### config.mk
export PLATFORM = sky130hd
export DESIGN_NAME = spi_wake_master
export DESIGN_NICKNAME = d
export VERILOG_FILES = /design/src/rtl/spi_wake_pkg.sv /design/src/rtl/swm_sync.sv /design/src/rtl/swm_tick.sv /design/src/rtl/spi_wake_master.sv
export SDC_FILE = /design/constraint.sdc
export NUM_CORES = 1
export LEC_CHECK = 0
export BUFFER_PORTS_ARGS = -buffer_cell sky130_fd_sc_hd__buf_2
export CORE_ASPECT_RATIO = 1.25
export CORE_MARGIN = 2
export CORE_UTILIZATION = 60
export CTS_CLUSTER_DIAMETER = 50
export DETAILED_ROUTE_END_ITERATION = 16
export GPL_ROUTABILITY_DRIVEN = 0
export PLACE_DENSITY = 0.85
export SYNTH_ARGS = -nofsm -noshare
export SYNTH_HDL_FRONTEND = slang
export SYNTH_SLANG_ARGS = --single-unit
### constraint.sdc
create_clock -name clk -period 2.8 [get_ports clk]
set_input_delay 0.42 -clock clk [delete_from_list [all_inputs] [get_ports clk]]
set_output_delay 0.42 -clock clk [all_outputs]
set_load 0.005 [all_outputs]
### src/rtl/spi_wake_pkg.sv
package spi_wake_pkg;

   typedef enum logic [2:0] {
      ST_IDLE,
      ST_REL,
      ST_RDY,
      ST_SETUP,
      ST_XFER,
      ST_HOLD,
      ST_FREE
   } swm_state_e;

endpackage

### src/rtl/swm_sync.sv
module swm_sync #(
   parameter int STAGES = 2
) (
   input  logic clk,
   input  logic rst_n,
   input  logic d,
   output logic q
);

   if (STAGES < 1) begin : g_bad_stages
      $error("swm_sync: STAGES must be at least 1");
   end

   if (STAGES == 1) begin : g_single
      always_ff @(posedge clk or negedge rst_n) begin
         if (!rst_n) q <= 1'b0;
         else        q <= d;
      end
   end else begin : g_chain
      logic [STAGES-1:0] chain;
      always_ff @(posedge clk or negedge rst_n) begin
         if (!rst_n) chain <= '0;
         else        chain <= {chain[STAGES-2:0], d};
      end
      assign q = chain[STAGES-1];
   end

endmodule

### src/rtl/swm_tick.sv
module swm_tick #(
   parameter int HALF = 2
) (
   input  logic clk,
   input  logic rst_n,
   input  logic run,
   output logic tick
);

   if (HALF < 1) begin : g_bad_half
      $error("swm_tick: HALF must be at least 1");
   end

   if (HALF == 1) begin : g_every
      assign tick = run;
   end else begin : g_count
      localparam int CW = $clog2(HALF);
      logic [CW-1:0] cnt;
      logic          wrap;

      assign wrap = (cnt == CW'(HALF - 1));
      assign tick = run && wrap;

      always_ff @(posedge clk or negedge rst_n) begin
         if (!rst_n)    cnt <= '0;
         else if (!run) cnt <= '0;
         else if (wrap) cnt <= '0;
         else           cnt <= cnt + 1'b1;
      end
   end

endmodule

### src/rtl/spi_wake_master.sv
module spi_wake_master
   import spi_wake_pkg::*;
#(
   parameter int         LEN_W       = 8,
   parameter int         CLK_DIV     = 4,
   parameter int         WAIT_LIMIT  = 4096,
   parameter int         SYNC_STAGES = 2,
   parameter logic [7:0] FILL_BYTE   = 8'hFF
) (
   input  logic             clk,
   input  logic             rst_n,
   input  logic             start,
   input  logic [LEN_W-1:0] tx_len,
   input  logic [LEN_W-1:0] rx_len,
   input  logic [7:0]       tx_data,
   output logic             tx_take,
   output logic [7:0]       rx_data,
   output logic             rx_valid,
   output logic             busy,
   output logic             done,
   output logic             timeout_err,
   output logic             sclk,
   output logic             mosi,
   output logic             cs_n,
   input  logic             miso,
   output logic             wake_oe,
   input  logic             wake_in
);

   localparam int HALF = CLK_DIV / 2;
   localparam int WCW  = $clog2(WAIT_LIMIT + 1);

   if (CLK_DIV < 2 || (CLK_DIV % 2) != 0) begin : g_bad_div
      $error("spi_wake_master: CLK_DIV must be even and at least 2");
   end
   if (LEN_W < 1) begin : g_bad_len
      $error("spi_wake_master: LEN_W must be at least 1");
   end
   if (WAIT_LIMIT < 1) begin : g_bad_wait
      $error("spi_wake_master: WAIT_LIMIT must be at least 1");
   end

   swm_state_e       state;
   logic [LEN_W-1:0] tx_n, rx_n, total, byte_idx, nxt_idx;
   logic [2:0]       bit_idx;
   logic [7:0]       tx_sh, rx_sh;
   logic [WCW-1:0]   wcnt;
   logic             wake_s, tick, run, wait_over, any_len;

   swm_sync #(.STAGES(SYNC_STAGES)) u_sync (
      .clk   (clk),
      .rst_n (rst_n),
      .d     (wake_in),
      .q     (wake_s)
   );

   swm_tick #(.HALF(HALF)) u_tick (
      .clk   (clk),
      .rst_n (rst_n),
      .run   (run),
      .tick  (tick)
   );

   assign run       = (state == ST_SETUP) || (state == ST_XFER) || (state == ST_HOLD);
   assign wait_over = (wcnt == WCW'(WAIT_LIMIT - 1));
   assign nxt_idx   = byte_idx + 1'b1;
   assign any_len   = (tx_len != '0) || (rx_len != '0);
   assign busy      = (state != ST_IDLE);
   assign mosi      = tx_sh[7];

   always_ff @(posedge clk or negedge rst_n) begin
      if (!rst_n) begin
         state       <= ST_IDLE;
         tx_n        <= '0;
         rx_n        <= '0;
         total       <= '0;
         byte_idx    <= '0;
         bit_idx     <= '0;
         tx_sh       <= '0;
         rx_sh       <= '0;
         wcnt        <= '0;
         wake_oe     <= 1'b1;
         cs_n        <= 1'b1;
         sclk        <= 1'b0;
         done        <= 1'b0;
         timeout_err <= 1'b0;
         tx_take     <= 1'b0;
         rx_valid    <= 1'b0;
         rx_data     <= '0;
      end else begin
         done     <= 1'b0;
         tx_take  <= 1'b0;
         rx_valid <= 1'b0;
         case (state)
            ST_IDLE: begin
               if (start && any_len) begin
                  tx_n        <= tx_len;
                  rx_n        <= rx_len;
                  total       <= (tx_len > rx_len) ? tx_len : rx_len;
                  timeout_err <= 1'b0;
                  wake_oe     <= 1'b0;
                  wcnt        <= '0;
                  state       <= ST_REL;
               end
            end
            ST_REL, ST_RDY: begin
               wcnt <= wcnt + 1'b1;
               if (wait_over) begin
                  wake_oe     <= 1'b1;
                  timeout_err <= 1'b1;
                  done        <= 1'b1;
                  state       <= ST_IDLE;
               end else if (state == ST_REL) begin
                  if (wake_s) state <= ST_RDY;
               end else if (!wake_s) begin
                  cs_n     <= 1'b0;
                  byte_idx <= '0;
                  bit_idx  <= '0;
                  if (tx_n != '0) begin
                     tx_sh   <= tx_data;
                     tx_take <= 1'b1;
                  end else begin
                     tx_sh <= FILL_BYTE;
                  end
                  state <= ST_SETUP;
               end
            end
            ST_SETUP: begin
               if (tick) begin
                  sclk  <= 1'b1;
                  rx_sh <= {rx_sh[6:0], miso};
                  state <= ST_XFER;
               end
            end
            ST_XFER: begin
               if (tick) begin
                  if (!sclk) begin
                     sclk  <= 1'b1;
                     rx_sh <= {rx_sh[6:0], miso};
                  end else begin
                     sclk <= 1'b0;
                     if (bit_idx == 3'd7) begin
                        if (byte_idx < rx_n) begin
                           rx_valid <= 1'b1;
                           rx_data  <= rx_sh;
                        end
                        if (byte_idx == total - 1'b1) begin
                           state <= ST_HOLD;
                        end else begin
                           byte_idx <= nxt_idx;
                           bit_idx  <= '0;
                           if (nxt_idx < tx_n) begin
                              tx_sh   <= tx_data;
                              tx_take <= 1'b1;
                           end else begin
                              tx_sh <= FILL_BYTE;
                           end
                        end
                     end else begin
                        tx_sh   <= {tx_sh[6:0], 1'b0};
                        bit_idx <= bit_idx + 1'b1;
                     end
                  end
               end
            end
            ST_HOLD: begin
               if (tick) begin
                  cs_n  <= 1'b1;
                  state <= ST_FREE;
               end
            end
            ST_FREE: begin
               if (wake_s) begin
                  wake_oe <= 1'b1;
                  done    <= 1'b1;
                  state   <= ST_IDLE;
               end
            end
            default: state <= ST_IDLE;
         endcase
      end
   end


   cs_needs_release_chk: assert property (@(posedge clk) disable iff (!rst_n)
      !cs_n |-> !wake_oe);


   sclk_idle_low_chk: assert property (@(posedge clk) disable iff (!rst_n)
      cs_n |-> !sclk);


   mosi_stable_high_chk: assert property (@(posedge clk) disable iff (!rst_n)
      (sclk && $past(sclk)) |-> $stable(mosi));


   err_without_cs_chk: assert property (@(posedge clk) disable iff (!rst_n)
      timeout_err |-> cs_n);


   done_one_cycle_chk: assert property (@(posedge clk) disable iff (!rst_n)
      done |=> !done);


   idle_drives_wake_chk: assert property (@(posedge clk) disable iff (!rst_n)
      !busy |-> wake_oe);


   rx_inside_cs_chk: assert property (@(posedge clk) disable iff (!rst_n)
      rx_valid |-> !cs_n);

endmodule

Word level (Yosys, flattened, before mapping)

Index checks and enable logic that the tools add are counted.

Register bits after elaboration: 85
Input bits: 29
Output and inout bits: 17
Logic and storage cells: 159

$add $sub $neg: 5
Magnitude comparators: 3
Equality and inequality tests: 26
Muxes and demuxes: 79
Reductions and logical operators: 27

Operator list:

| kind                    | count |
|---|---|
| $mux W8                 | 20 |
| $mux W3                 | 19 |
| $pmux W8 S2             | 3 |
| $mux W1                 | 27 |
| $pmux W13 S2            | 1 |
| $reduce_bool A8 Y1      | 3 |
| $ne A2 B2 Y1 const B    | 11 |
| $pmux W3 S6             | 1 |
| $lt A8 B8 Y1            | 2 |
| $add A13 B1 Y13 const B | 1 |
| $eq A13 B12 Y1 const B  | 1 |
| $mux W13                | 1 |
| $eq A3 B3 Y1 const B    | 4 |
| $pmux W1 S2             | 5 |
| $reduce_and A10 Y1      | 1 |
| $reduce_and A5 Y1       | 2 |
| $add A8 B1 Y8 const B   | 1 |
| $eq A8 B8 Y1            | 1 |
| $gt A8 B8 Y1            | 1 |
| $reduce_and A4 Y1       | 2 |
| $reduce_and A8 Y1       | 1 |
| $reduce_bool A2 Y1      | 4 |
| $sub A8 B1 Y8 const B   | 1 |
| $reduce_and A7 Y1       | 1 |
| other kinds (17)        | 26 |

Longest topological paths before layout

Depth after elaboration: 8
Gate-level depth with buffers: 11
Mapped depth without buffers: 11

Cells and area by module

A second synthesis with hierarchy kept.

Cell total of the unflattened synthesis: 501
Area total of the unflattened synthesis: 4,799.6 um2

Modules (own cells, without submodules):

| module          | times used | cells an instance | area each (um2) | seq. area each (um2) |
|---|---|---|---|---|
| spi_wake_master | 1          | 496               | 4,708.3         | 2,054.5 |
| swm_sync        | 1          | 2                 | 50.0            | 50.0 |
| swm_tick        | 1          | 3                 | 41.3            | 25.0 |

Least setup slack after synthesis

OpenSTA, ideal clock, no wires.

Kind: register to register
From: register byte_idx[0]
To: register tx_sh[0]
Setup time: 0.138 ns
Arrival time: 2.322 ns
Data required time: 2.662 ns
Setup slack: 0.340 ns
Stages on the path, launching flop included: 11
Path buffers: 0
Path through: dfrtp_1 ha_1 nor2b_1 or2_2 ha_1 a21o_1 a31oi_1 o21ai_0 a31oi_1 a32o_1 a22oi_1

Word-level cells in the longest chain between the ends: 8
Elaborated cells between the ends (all ways): 11
Classes of those cells: 1 x add/sub; 1 x order compare; 2 x eq/ne; 6 x mux; 1 x reduce/logical

RTL lines:

| what                   | RTL line               | text |
|---|---|---|
| start, declared        | spi_wake_master.sv:44  | `logic [LEN_W-1:0] tx_n, rx_n, total, byte_idx, nxt_idx;` |
| start signal, assigned | spi_wake_master.sv:150 | `byte_idx <= nxt_idx;` |
| $add A8 B1 Y8          | spi_wake_master.sv:66  | `assign nxt_idx = byte_idx + 1'b1;` |
| $lt A8 B8 Y1           | spi_wake_master.sv:152 | `if (nxt_idx < tx_n) begin` |
| $mux W8                | spi_wake_master.sv:152 |  |
| $mux W8                | spi_wake_master.sv:147 | `if (byte_idx == total - 1'b1) begin` |
| $mux W8                | spi_wake_master.sv:142 | `if (bit_idx == 3'd7) begin` |
| $mux W8                | spi_wake_master.sv:137 | `if (!sclk) begin` |
| $mux W8                | spi_wake_master.sv:136 | `if (tick) begin` |
| $pmux W8 S2            | spi_wake_master.sv:94  | `case (state)` |
| end signal, assigned   | spi_wake_master.sv:120 | `tx_sh <= tx_data;` |
| end signal, assigned   | spi_wake_master.sv:153 | `tx_sh <= tx_data;` |
| end signal, assigned   | spi_wake_master.sv:160 | `tx_sh <= {tx_sh[6:0], 1'b0};` |
| end, declared          | spi_wake_master.sv:46  | `logic [7:0] tx_sh, rx_sh;` |

Parallel ways exist; a longest one is shown, timed or not. The select of a mux whose other input is x is not followed.
A chain may end at the register's enable or synchronous reset.

Worst setup path after layout

From: register byte_idx[4]
To: register tx_sh[3]

The elaborated chain is that of the path after synthesis.

==> reports/qor_table.md <==
| Quantity | This run | Unit |
| --- | --- | --- |
| Clock latency of the later-clocked register in the worst-skew pair | 0.37 | ns |
| Number of placement rows | 37 | - |
| Height of the die | 107 | um |
| Antenna diode count | 0 | - |
| Top-Level Pins | 46 | - |
| Starting density of the core | 61.8 | % |
| Start point of the critical path | byte_idx[4]$_DFFE_PN0P_ | - |
| Setup violations, final | 0 | - |
| Max Cap Violations | 0 | - |
| #FFs+latches synth | 85 | - |
| Total nets after synthesis | 616 | - |
| Sequential cell area fraction in the yosys report | 42.1 | % |
| Ranking of synthesized cells by area | dfrtp_1 41%, ha_1 6.7%, o21ai_0 4.5%, nand2_1 4.5%, inv_1 3.4% | - |
| Share of cells above drive strength 1 | 16.1 | % |
| Worst Skew | 0.0188 | ns |
| Number of instances in the synthesized netlist | 560 | - |
| TritonCTS clock tree | built | - |
| Worst setup path class | flop to flop | - |
| Filler instances | 648 | - |
| Distinct cell type count of the synthesized netlist | 57 | - |
| R2r endpoint | tx_sh[3]$_DFFE_PN0P_ | - |
| Area share of the largest cell type after synthesis | 41.0 | % |
| Maximum clock frequency | 0.372 | GHz |
| Worst R2R Setup Slack | 0.11 | ns |
| Hold violation total from the final report | 0 | - |
| End point of the worst hold path | u_sync.g_chain.chain[0]$_DFF_PN0_ | - |
| Die area | 0.00919 | mm^2 |
| Clk root buf | clkbuf_8 | - |
| Worst slew pin tran | 1.08 | ns |
| Sink count of the clock tree | 85 | - |
| Async set-or-reset flop fraction in the synthesized netlist | 100 | % |
| Reg-to-reg startpoint | byte_idx[4]$_DFFE_PN0P_ | - |
| Total global-route track usage | 27.4 | % |
| Library cell occupying the most area in the post-synthesis netlist | dfrtp_1 | - |
| Drt wl/cell | 17.1 | um |
| Crit path launch type | flop | - |
| Hold Path Class | input pin to flop | - |
| Final HPWL DP | 8790 | um |
| CP max stage delay | 0.50 | ns |
| Final max-slew violation count | 0 | - |
| Number of vias per cell after detailed routing | 6.41 | - |
| Fin util | 68.6 | % |
| Start point of the worst hold path | wake_in | - |
| VDD IR-drop max | 0.397 | mV |
| Most numerous cell on the critical path | a31oi_1 | - |
| Total core area | 0.00819 | mm^2 |
| Post-Synthesis Cell Area | 0.00506 | mm^2 |
| Detailed router's first-iteration violation count | 333 | - |
| Initial antenna violation count | 0 | - |
| Gr ovfl total | 0 | - |
| Area growth syn-to-layout | 11.0 | % |
| Clock edge transition at the registers on the reported setup and hold paths | 0.10 | ns |
| Count of cells along the worst hold path | 1 | - |
| Width of the chip | 86.1 | um |
| Max stage delay cell, worst path | dfrtp_1 | - |
| Count of buffers from port buffering | 45 | - |
| Number of buffers between clock root and the deepest sink | 2 | - |
| Drt first pass iters | 5 | - |
| Static Leakage | 2.65 | nW |
| Wire length of the first global-routing pass | 20,300 | um |
| Vias in the first global route | 4,395 | - |
| Pin count of the biggest net entering global routing | 86 | - |
| Post-route clock period utilization | 96.1 | % |
| H-tree Lvls | 3 | - |
| CP cell instances | and3_1 > a31oi_1 > or2_2 > ha_1 > a211o_1 > a21oi_1 > o21ai_0 > a31oi_1 > a32o_2 > a22oi_1 | - |
| Drt total wl | 12,000 | um |
| CP Capture Type | flop | - |
| Max-slew headroom at the worst pin | 27.9 | % |
| Largest fanout on the critical path | 8 | - |
| Total vias in the final route | 4,514 | - |
| Residual antenna-violating net count after detailed routing | 0 | - |
| PnR worst setup slack | 0.110 | ns |
| Net count of the finished layout | 658 | - |
| Count of unresolved DRC violations after routing | 0 | - |
| Power density normalized to cell area | 877 | mW/mm^2 |
| Result of the run | finished, final reports clean | - |
| Required time worst endpoint | 3.04 | ns |
| Number of cells traversed by the worst register-to-register path | 10 | - |
| Tmin final | 2.69 | ns |
| Average instance area after synthesis | 9.04 | um^2 |
| Dominant synthesized flop cell | dfrtp_1 | - |
| Inserted Clock Buffers | 9 | - |
| Number of enable flip-flop cells after synthesis | 0 | - |
| Yosys warning count | 0 | - |
| WP data arrival | 2.93 | ns |
| Worst slack at placement | 0.0891 | ns |
-- worst max path at each step --
stage | to | slack [ns] | cells past startpoint
global placement | tx_sh[7]$_DFFE_PN0P_ | 0.20 | 10
detailed placement | tx_sh[3]$_DFFE_PN0P_ | 0.09 | 10
CTS | tx_sh[3]$_DFFE_PN0P_ | 0.1 | 8
floorplan | tx_sh[0]$_DFFE_PN0P_ | 0.34 | 10
finish | tx_sh[3]$_DFFE_PN0P_ | 0.11 | 10
global route | tx_sh[3]$_DFFE_PN0P_ | -0.06 | 10
-- cells in the mapped netlist (7+ instances only) --
cell type / count
o22ai_1: 8
a22oi_1: 9
nor2_1: 27
nand2b_1: 8
xnor2_1: 12
xor2_1: 11
inv_1: 46
nand3_1: 24
o21ai_0: 46
nor3b_1: 9
a31oi_1: 13
o211ai_1: 11
mux2_2: 9
a21o_1: 8
a21oi_1: 16
clkbuf_1: 16
dfrtp_1: 83
nand2_1: 61
nor2b_1: 7
ha_1: 27
nand4_1: 24
nor3_1: 7
-- worst max-delay path: cells and delay by family, from the launching register on --
family / cells / cell delay (ns)
AND/OR/NAND/NOR: 2 / 0.56
AO/OA/AOI/OAI: 7 / 1.30
adder cells (fa/ha/maj): 1 / 0.20
flip-flops: 1 / 0.50
-- per-layer routing --
layer | GRT usage (%) | vias up | wire, um
met4 | 13.6 | 0 | 502
li1 | - | 2108 | -
met1 | 33.8 | 2179 | 4890
met5 | 0 | - | 0
met2 | 47.2 | 174 | 6110
met3 | 3.08 | 53 | 545
-- where the power goes --
group          internal (W)  total (W)  leakage [nW]  switching (W)
clock              0.000419   0.000872        0.0973       0.000453
sequential          0.00160    0.00193          1.09       0.000331
combinational      0.000847    0.00212          1.46        0.00128
-- placed cells by master, fill, tap and decap left out, types with 11 or more instances in the layout --
cell type	instances
dfrtp_1	83
nand2_1	61
o21ai_0	46
inv_1	46
buf_2	44
ha_1	27
nor2_1	26
nand3_1	24
nand4_1	24
a21oi_1	16
a31oi_1	13
buf_4	12
xnor2_1	11
xor2_1	11
o211ai_1	11
-- cell families after synthesis --
group                    share of synthesized area, %
adder cells (fa/ha/maj)                          6.67
multiplexers                                     2.20
buffers and inverters                            5.56
XOR/XNOR                                         3.98
AO/OA/AOI/OAI                                    19.9
AND/OR/NAND/NOR                                  19.6
flip-flops                                       42.1
-- area by class of cell --
class | instances | area (um^2) | share of cell area [%]
clock buffer | 10 | 128 | 2.27
clock inverter | 6 | 68.8 | 1.22
inverter | 46 | 173 | 3.07
multi-input combinational | 403 | 2670 | 47.5
sequential | 85 | 2130 | 37.9
tap | 97 | 121 | 2.16
timing repair buffer | 57 | 330 | 5.88
-- through the flow --
| step | hold WS, ns | power (W) | cell area, um^2 | setup TNS, ns | cells |
|---|---|---|---|---|---|
| 2_1_floorplan | 0.124 | 0.00338 | 5060 | 0 | 560 |
| 3_3_place_gp | 0.335 | 0.00384 | 5390 | 0 | 687 |
| 3_5_place_dp | 0.343 | 0.00396 | 5390 | 0 | 687 |
| 4_1_cts | 0.155 | 0.00483 | 5590 | 0 | 703 |
| 5_1_grt | 0.147 | 0.00526 | 5620 | -0.224 | 704 |
| 6_report | 0.151 | 0.00493 | 5620 | 0 | 704 |
-- flip-flops by register name, indices dropped and copies added, names as in the netlist, 2 cells and up --
name / flops
tx_n: 8
tx_sh: 8
wcnt: 13
rx_data: 8
u_sync.g_chain.chain: 2
total: 8
state: 3
rx_n: 8
byte_idx: 8
rx_sh: 8
bit_idx: 3
-- what timing repair did --
item,in CTS,in global routing
gates resized for setup,0,3
endpoints found under the setup margin,0,10
hold buffers,0,0
buffers inserted,0,1
Power figures use the tool's default switching activity.
